--- config.mk ---
export PLATFORM = sky130hd
export DESIGN_NAME = bootrom_rd_seq
export DESIGN_NICKNAME = d
export VERILOG_FILES = /design/src/rtl/brs_pkg.sv /design/src/rtl/brs_phase_timer.sv /design/src/rtl/brs_sequencer.sv /design/src/rtl/brs_bus_drive.sv /design/src/rtl/brs_assembler.sv /design/src/rtl/bootrom_rd_seq.sv
export SDC_FILE = /design/constraint.sdc
export NUM_CORES = 1
export LEC_CHECK = 0
export BUFFER_PORTS_ARGS = -buffer_cell sky130_fd_sc_hd__buf_2
export CAP_MARGIN = 0
export CORE_MARGIN = 10
export CORE_UTILIZATION = 45
export DETAILED_ROUTE_END_ITERATION = 6
export PLACE_DENSITY = 0.71
export SLEW_MARGIN = 20
export SYNTH_ARGS = -nofsm -noshare
export SYNTH_HDL_FRONTEND = slang
export SYNTH_SLANG_ARGS = --single-unit
export TNS_END_PERCENT = 100
--- constraint.sdc ---
create_clock -name clk -period 2.3 [get_ports clk]
set_input_delay 0.23 -clock clk [delete_from_list [all_inputs] [get_ports clk]]
set_output_delay 0.23 -clock clk [all_outputs]
set_load 0.05 [all_outputs]
--- src/rtl/brs_pkg.sv ---
package brs_pkg;
  localparam int ADDR_W    = 18;
  localparam int BUS_W     = 8;
  localparam int DATA_W    = 32;
  localparam int LANES     = DATA_W / BUS_W;
  localparam int LANE_W    = $clog2(LANES);
  localparam int PH_W      = 4;
  localparam int DEF_PHASE = 4;

  typedef enum logic [1:0] {
    ST_IDLE = 2'd0,
    ST_HI   = 2'd1,
    ST_MID  = 2'd2,
    ST_DATA = 2'd3
  } brs_state_e;
endpackage

--- src/rtl/brs_phase_timer.sv ---
module brs_phase_timer #(
  parameter int PH_W = 4
) (
  input  logic            clk,
  input  logic            rst_n,
  input  logic            run,
  input  logic [PH_W-1:0] len_m1,
  output logic            last
);
  logic [PH_W-1:0] cnt;

  assign last = run && (cnt == len_m1);

  always_ff @(posedge clk or negedge rst_n) begin
    if (!rst_n)             cnt <= '0;
    else if (!run || last)  cnt <= '0;
    else                    cnt <= cnt + 1'b1;
  end
endmodule

--- src/rtl/brs_sequencer.sv ---
module brs_sequencer
  import brs_pkg::*;
#(
  parameter int P_LANES  = LANES,
  parameter int P_LANE_W = LANE_W,
  parameter int P_PH_W   = PH_W
) (
  input  logic                clk,
  input  logic                rst_n,
  input  logic                launch,
  input  logic                word,
  input  logic [P_PH_W-1:0]   len_m1,
  output brs_state_e          state,
  output logic [P_LANE_W-1:0] lane,
  output logic                sample,
  output logic                done
);
  localparam logic [P_LANE_W-1:0] LAST_LANE = P_LANE_W'(P_LANES - 1);

  logic phase_end;

  brs_phase_timer #(.PH_W(P_PH_W)) u_timer (
    .clk    (clk),
    .rst_n  (rst_n),
    .run    (state != ST_IDLE),
    .len_m1 (len_m1),
    .last   (phase_end)
  );

  assign sample = (state == ST_DATA) && phase_end;
  assign done   = sample && (!word || lane == LAST_LANE);

  always_ff @(posedge clk or negedge rst_n) begin
    if (!rst_n) begin
      state <= ST_IDLE;
      lane  <= '0;
    end else begin
      unique case (state)
        ST_IDLE: if (launch) begin
          state <= ST_HI;
          lane  <= '0;
        end
        ST_HI:  if (phase_end) state <= ST_MID;
        ST_MID: if (phase_end) state <= ST_DATA;
        ST_DATA: if (phase_end) begin
          if (done) state <= ST_IDLE;
          else      lane  <= lane + 1'b1;
        end
        default: state <= ST_IDLE;
      endcase
    end
  end
endmodule

--- src/rtl/brs_bus_drive.sv ---
module brs_bus_drive
  import brs_pkg::*;
#(
  parameter int P_ADDR_W = ADDR_W,
  parameter int P_BUS_W  = BUS_W,
  parameter int P_LANE_W = LANE_W
) (
  input  brs_state_e            state,
  input  logic [P_ADDR_W-1:0]   addr,
  input  logic                  word,
  input  logic [P_LANE_W-1:0]   lane,
  output logic [P_BUS_W-1:0]    ad_o,
  output logic                  ad_oe,
  output logic [P_LANE_W-1:0]   a_lo,
  output logic                  ce_n,
  output logic                  hi_le,
  output logic                  mid_le
);
  localparam int HI_LSB  = P_ADDR_W - P_BUS_W;
  localparam int MID_LSB = P_LANE_W;

  always_comb begin
    ad_o   = '0;
    ad_oe  = 1'b0;
    a_lo   = '0;
    ce_n   = 1'b1;
    hi_le  = 1'b0;
    mid_le = 1'b0;
    unique case (state)
      ST_HI: begin
        ad_o  = addr[HI_LSB +: P_BUS_W];
        ad_oe = 1'b1;
        hi_le = 1'b1;
      end
      ST_MID: begin
        ad_o   = addr[MID_LSB +: P_BUS_W];
        ad_oe  = 1'b1;
        mid_le = 1'b1;
      end
      ST_DATA: begin
        ce_n = 1'b0;
        a_lo = word ? lane : addr[P_LANE_W-1:0];
      end
      default: ;
    endcase
  end
endmodule

--- src/rtl/brs_assembler.sv ---
module brs_assembler #(
  parameter int LANES  = 4,
  parameter int LANE_W = 2,
  parameter int BUS_W  = 8
) (
  input  logic                   clk,
  input  logic                   rst_n,
  input  logic                   clear,
  input  logic                   sample,
  input  logic [LANE_W-1:0]      lane,
  input  logic [BUS_W-1:0]       din,
  output logic [LANES*BUS_W-1:0] acc
);
  for (genvar g = 0; g < LANES; g++) begin : g_lane
    always_ff @(posedge clk or negedge rst_n) begin
      if (!rst_n)                                   acc[g*BUS_W +: BUS_W] <= '0;
      else if (clear)                               acc[g*BUS_W +: BUS_W] <= '0;
      else if (sample && lane == LANE_W'(g))        acc[g*BUS_W +: BUS_W] <= din;
    end
  end
endmodule

--- src/rtl/bootrom_rd_seq.sv ---
module bootrom_rd_seq
  import brs_pkg::*;
(
  input  logic              clk,
  input  logic              rst_n,
  input  logic              ctl_wr,
  input  logic              ctl_rd,
  input  logic              ctl_sel,
  input  logic              ctl_word,
  input  logic [ADDR_W-1:0] ctl_addr,
  input  logic [PH_W-1:0]   cfg_phase,
  output logic              busy,
  output logic              rsp_valid,
  input  logic              rsp_ready,
  output logic [DATA_W-1:0] rsp_data,
  output logic [BUS_W-1:0]  rom_ad_o,
  output logic              rom_ad_oe,
  input  logic [BUS_W-1:0]  rom_ad_i,
  output logic [LANE_W-1:0] rom_a,
  output logic              rom_ce_n,
  output logic              rom_hi_le,
  output logic              rom_mid_le
);
  localparam logic [PH_W-1:0] DEF_M1 = PH_W'(DEF_PHASE - 1);

  brs_state_e        state;
  logic [LANE_W-1:0] lane;
  logic              sample, done, launch;
  logic [ADDR_W-1:0] addr_q;
  logic              word_q;
  logic [PH_W-1:0]   len_m1_q;

  assign busy   = (state != ST_IDLE);
  assign launch = ctl_wr && ctl_rd && ctl_sel && !busy && !rsp_valid;

  always_ff @(posedge clk or negedge rst_n) begin
    if (!rst_n) begin
      addr_q   <= '0;
      word_q   <= 1'b0;
      len_m1_q <= DEF_M1;
    end else if (launch) begin
      addr_q   <= ctl_addr;
      word_q   <= ctl_word;
      len_m1_q <= (cfg_phase == '0) ? DEF_M1 : cfg_phase - 1'b1;
    end
  end

  always_ff @(posedge clk or negedge rst_n) begin
    if (!rst_n)                       rsp_valid <= 1'b0;
    else if (done)                    rsp_valid <= 1'b1;
    else if (rsp_valid && rsp_ready)  rsp_valid <= 1'b0;
  end

  brs_sequencer u_seq (
    .clk    (clk),
    .rst_n  (rst_n),
    .launch (launch),
    .word   (word_q),
    .len_m1 (len_m1_q),
    .state  (state),
    .lane   (lane),
    .sample (sample),
    .done   (done)
  );

  brs_bus_drive u_drv (
    .state  (state),
    .addr   (addr_q),
    .word   (word_q),
    .lane   (lane),
    .ad_o   (rom_ad_o),
    .ad_oe  (rom_ad_oe),
    .a_lo   (rom_a),
    .ce_n   (rom_ce_n),
    .hi_le  (rom_hi_le),
    .mid_le (rom_mid_le)
  );

  brs_assembler #(.LANES(LANES), .LANE_W(LANE_W), .BUS_W(BUS_W)) u_asm (
    .clk    (clk),
    .rst_n  (rst_n),
    .clear  (launch),
    .sample (sample),
    .lane   (word_q ? lane : '0),
    .din    (rom_ad_i),
    .acc    (rsp_data)
  );
endmodule

==> impl_metrics.tcl <==
set metrics [dict create \
    grt_first_pass_wirelength_microns 11700 \
    synth.largest_area_cell "dfrtp_1" \
    rr_worst_depth 6 \
    layout_min_cycle_time_ps 2140 \
    track_usage_pct 14.4 \
    synthXorXnorAreaFrac_pct 2.00 \
    synthTopCellsByCount "62 x dfrtp_1, 48 x nand2_1, 34 x mux2i_1, 17 x mux2_2, 11 x nor2b_1" \
    viasPerCell 5.15 \
    worstHoldPathType "input port to flop" \
    synthDistinctLibCells 36 \
    endpoint_kind "output port" \
    power.leakage_nw 2.06 \
    required_ps 2070 \
    powerDensity_nw_per_um2 1670 \
    relSlewSlack_pct 56.3 \
    slew_viol_final 0 \
    worstMarginPinSlew_ps 655 \
    rsz0062_at_grt "no" \
    nNetsFinal 398 \
    path_class "flop to output port" \
    synth_fp_nets 308 \
    clock_path_buffers 2 \
    yosys_warnings 0 \
    cts_sinks 64 \
    path_clk_slew_ps 70 \
    synthArstFlopShare_pct 100 \
    avgSynthCellArea_sq_um 11.4 \
    setup-violations-final 0 \
    dr.pass1.iters 4 \
    clk-insertion-delay-late_ps 340 \
    wire_per_inst_microns 16.8 \
    yosys.area.top_type_share_pct 51.6 \
    fp-row-count 29 \
    ant_nets 0 \
    synth-simple-area-share_pct 14.4 \
    htreeDepth 3 \
    finClkSkew_ps 8.85 \
    drive_gt1_share_pct 39.1 \
    io_buffers 84 \
    synth_compound_gate_area_share_pct 5.33 \
    wl_microns 7310 \
    placed_area_sq_um 3570 \
    drc_errors 0 \
    die_h_microns 102 \
    ys.flop_type "dfrtp_1" \
    area_delta_synth_final_pct 26.2 \
    final.setup.tns_ps 0 \
    ctsResizeCount 0 \
    drt-initial-drc-count 83 \
    cts_tree "done" \
    synth_top_family_by_area "multiplexers" \
    fin_util_pct 59.0 \
    cts-root-buf "clkbuf_8" \
    initial_core_util_pct 46.8 \
    grt_pass1_vias 2301 \
    start_kind "flop" \
    dieArea_sq_um 10300 \
    cts_inserted_buffers 9 \
    synth_fa_ha_area_share_pct 3.33 \
    ys_seq_area_share_pct 53.4 \
    synth.area.top_cells "dfrtp_1 52%, mux2i_1 11%, mux2_2 6.4%" \
    min_to "rsp_valid" \
    rr_startpoint "u_seq.state[0]" \
    fin_ws_ps 163 \
    coreArea_sq_um 6420 \
    num_antenna_cells 0 \
    p_seq_share_pct 31.2 \
    ys_ff_latch 64 \
    total_power_mw 6.32 \
    syn_area_sq_um 3010 \
    fmax_mhz 468 \
    synth_edf_count 0 \
    post_cts_buffers 0 \
    synth_cells 263 \
    clkPwrFrac_pct 16.2 \
    fill_cells 564 \
    drv_cap 0 \
    r2r-end "u_seq.state[1]" \
    ir_drop_uv 777 \
    gp_congestion 0.785 \
    p_sw_share_pct 49.2 \
    status "finished clean" \
    vias 2240 \
    final_area_sq_um 3790 \
    p_int_mw 3.21 \
    combPwrFrac_pct 52.5 \
    critPathArrivalTime_ps 1910 \
    die_w_microns 102 \
    antenna_found_initial 0 \
    io_pins 85 \
    place_ws_ps 366 \
    yosysMostFrequentCell "dfrtp_1" \
    timing.final.crit_share_pct 92.9 \
    muxShareOfSynthArea_pct 18.8 \
    grt_max_degree 51 \
    dp_hpwl_microns 5400 \
    cp_max_fo 11 \
    min_path_cells 2 \
    power_switching_mw 3.11 \
    hp-start "rsp_ready" \
    finalHoldViolations 0 \
    grt_overflow 0 \
    r2r_slack_ps 320 \
]
## metal layers
| layer | part of all wire [%] | track usage, % | vias up | wire length [microns] |
|---|---|---|---|---|
| met2 | 51 | 23.1 | 48 | 3690 |
| met5 | 0 | 0 | - | 0 |
| met3 | 5.4 | 4.77 | 10 | 394 |
| met4 | 1.3 | 6.27 | 0 | 92 |
| li1 | - | - | 1091 | - |
| met1 | 43 | 17.5 | 1091 | 3130 |
## worst max-delay path, stage by stage (launching register included)
cell     delay, ps
dfrtp_1        410
inv_1          130
ha_1           430
a22oi_1        180
nor2b_2        140
buf_2          270
## power by group through the flow
stage | clock [mW] | combinational [mW] | sequential [mW]
floorplan | 0 | 1.72 | 2.80
global placement | 0 | 3.29 | 1.97
detailed placement | 0 | 3.35 | 1.99
CTS | 1.04 | 3.36 | 1.98
global route | 1.09 | 3.56 | 2.04
finish | 1.02 | 3.32 | 1.97
## repair_timing
| item | CTS | global route |
|---|---|---|
| setup endpoints to repair | 0 | 0 |
| hold buffers | 1 | 0 |
| endpoints found under the hold margin | 28 | 0 |
## logic make-up (layout without fill, tap and decap cells)
logic type | after synthesis | count (layout)
xor gates and xnor gates | 6 | 6
buffers and inverters | 21 | 116
DFF | 64 | 64
AOI/OAI and AO/OA | 26 | 26
muxes | 54 | 54
adders and majority gates | 8 | 8
and+or+nand+nor | 84 | 84
## state kept, by name, indices dropped and copies added (netlist names)
register and count:
len_m1_q 4, rsp_valid 1, u_seq.u_timer.cnt 4, u_seq.lane 2
u_seq.state 2, addr_q 18, word_q 1, u_asm.acc 32
## worst max path at each step
stage                              start              to  slack, ps  cells after the start
final                     u_seq.state[0]     rom_ad_o[4]        160                      5
after floorplan           u_seq.state[0]  u_seq.state[1]        180                      7
after CTS                 u_seq.state[0]     rom_ad_o[4]        150                      5
after global routing      u_seq.state[0]     rom_ad_o[4]         30                      5
after global placement    u_seq.state[0]  u_seq.state[1]        450                      6
after detailed placement  u_seq.state[0]  u_seq.state[1]        370                      6
## area by class of cell
cell class	count	area (sq um)	share of cell area [%]
tap	77	96.3	2.54
sequential	64	1600	42.3
inverter	9	33.8	0.891
multi-input combinational	178	1340	35.4
timing repair buffer	91	500	13.2
clock inverter	4	51.3	1.35
clock buffer	12	165	4.35
## cells in the final DEF (no fill, tap or decap), types with 2 or more instances in the layout
cell type,n
nor2b_2,8
nor3_1,5
mux2_1,3
clkbuf_8,12
inv_1,9
nor2b_1,3
nor2_1,6
nand2_1,47
nand4_1,2
mux2i_1,34
dfrtp_1,62
buf_2,84
nand3_2,2
a22oi_1,8
ha_1,8
buf_12,2
buf_4,4
xnor2_1,4
mux2_2,17
o21ai_0,2
dfstp_2,2
o21ai_1,6
a21oi_1,6
and3_1,2
## through the flow
step / cells / hold slack (ps)
final: 435 / 76.8
after global routing: 435 / 79.2
after CTS: 435 / 76.5
after detailed placement: 418 / 299
after global placement: 418 / 297
after floorplan: 263 / -65.6
Note: power is estimated with default switching activity, not from simulation.
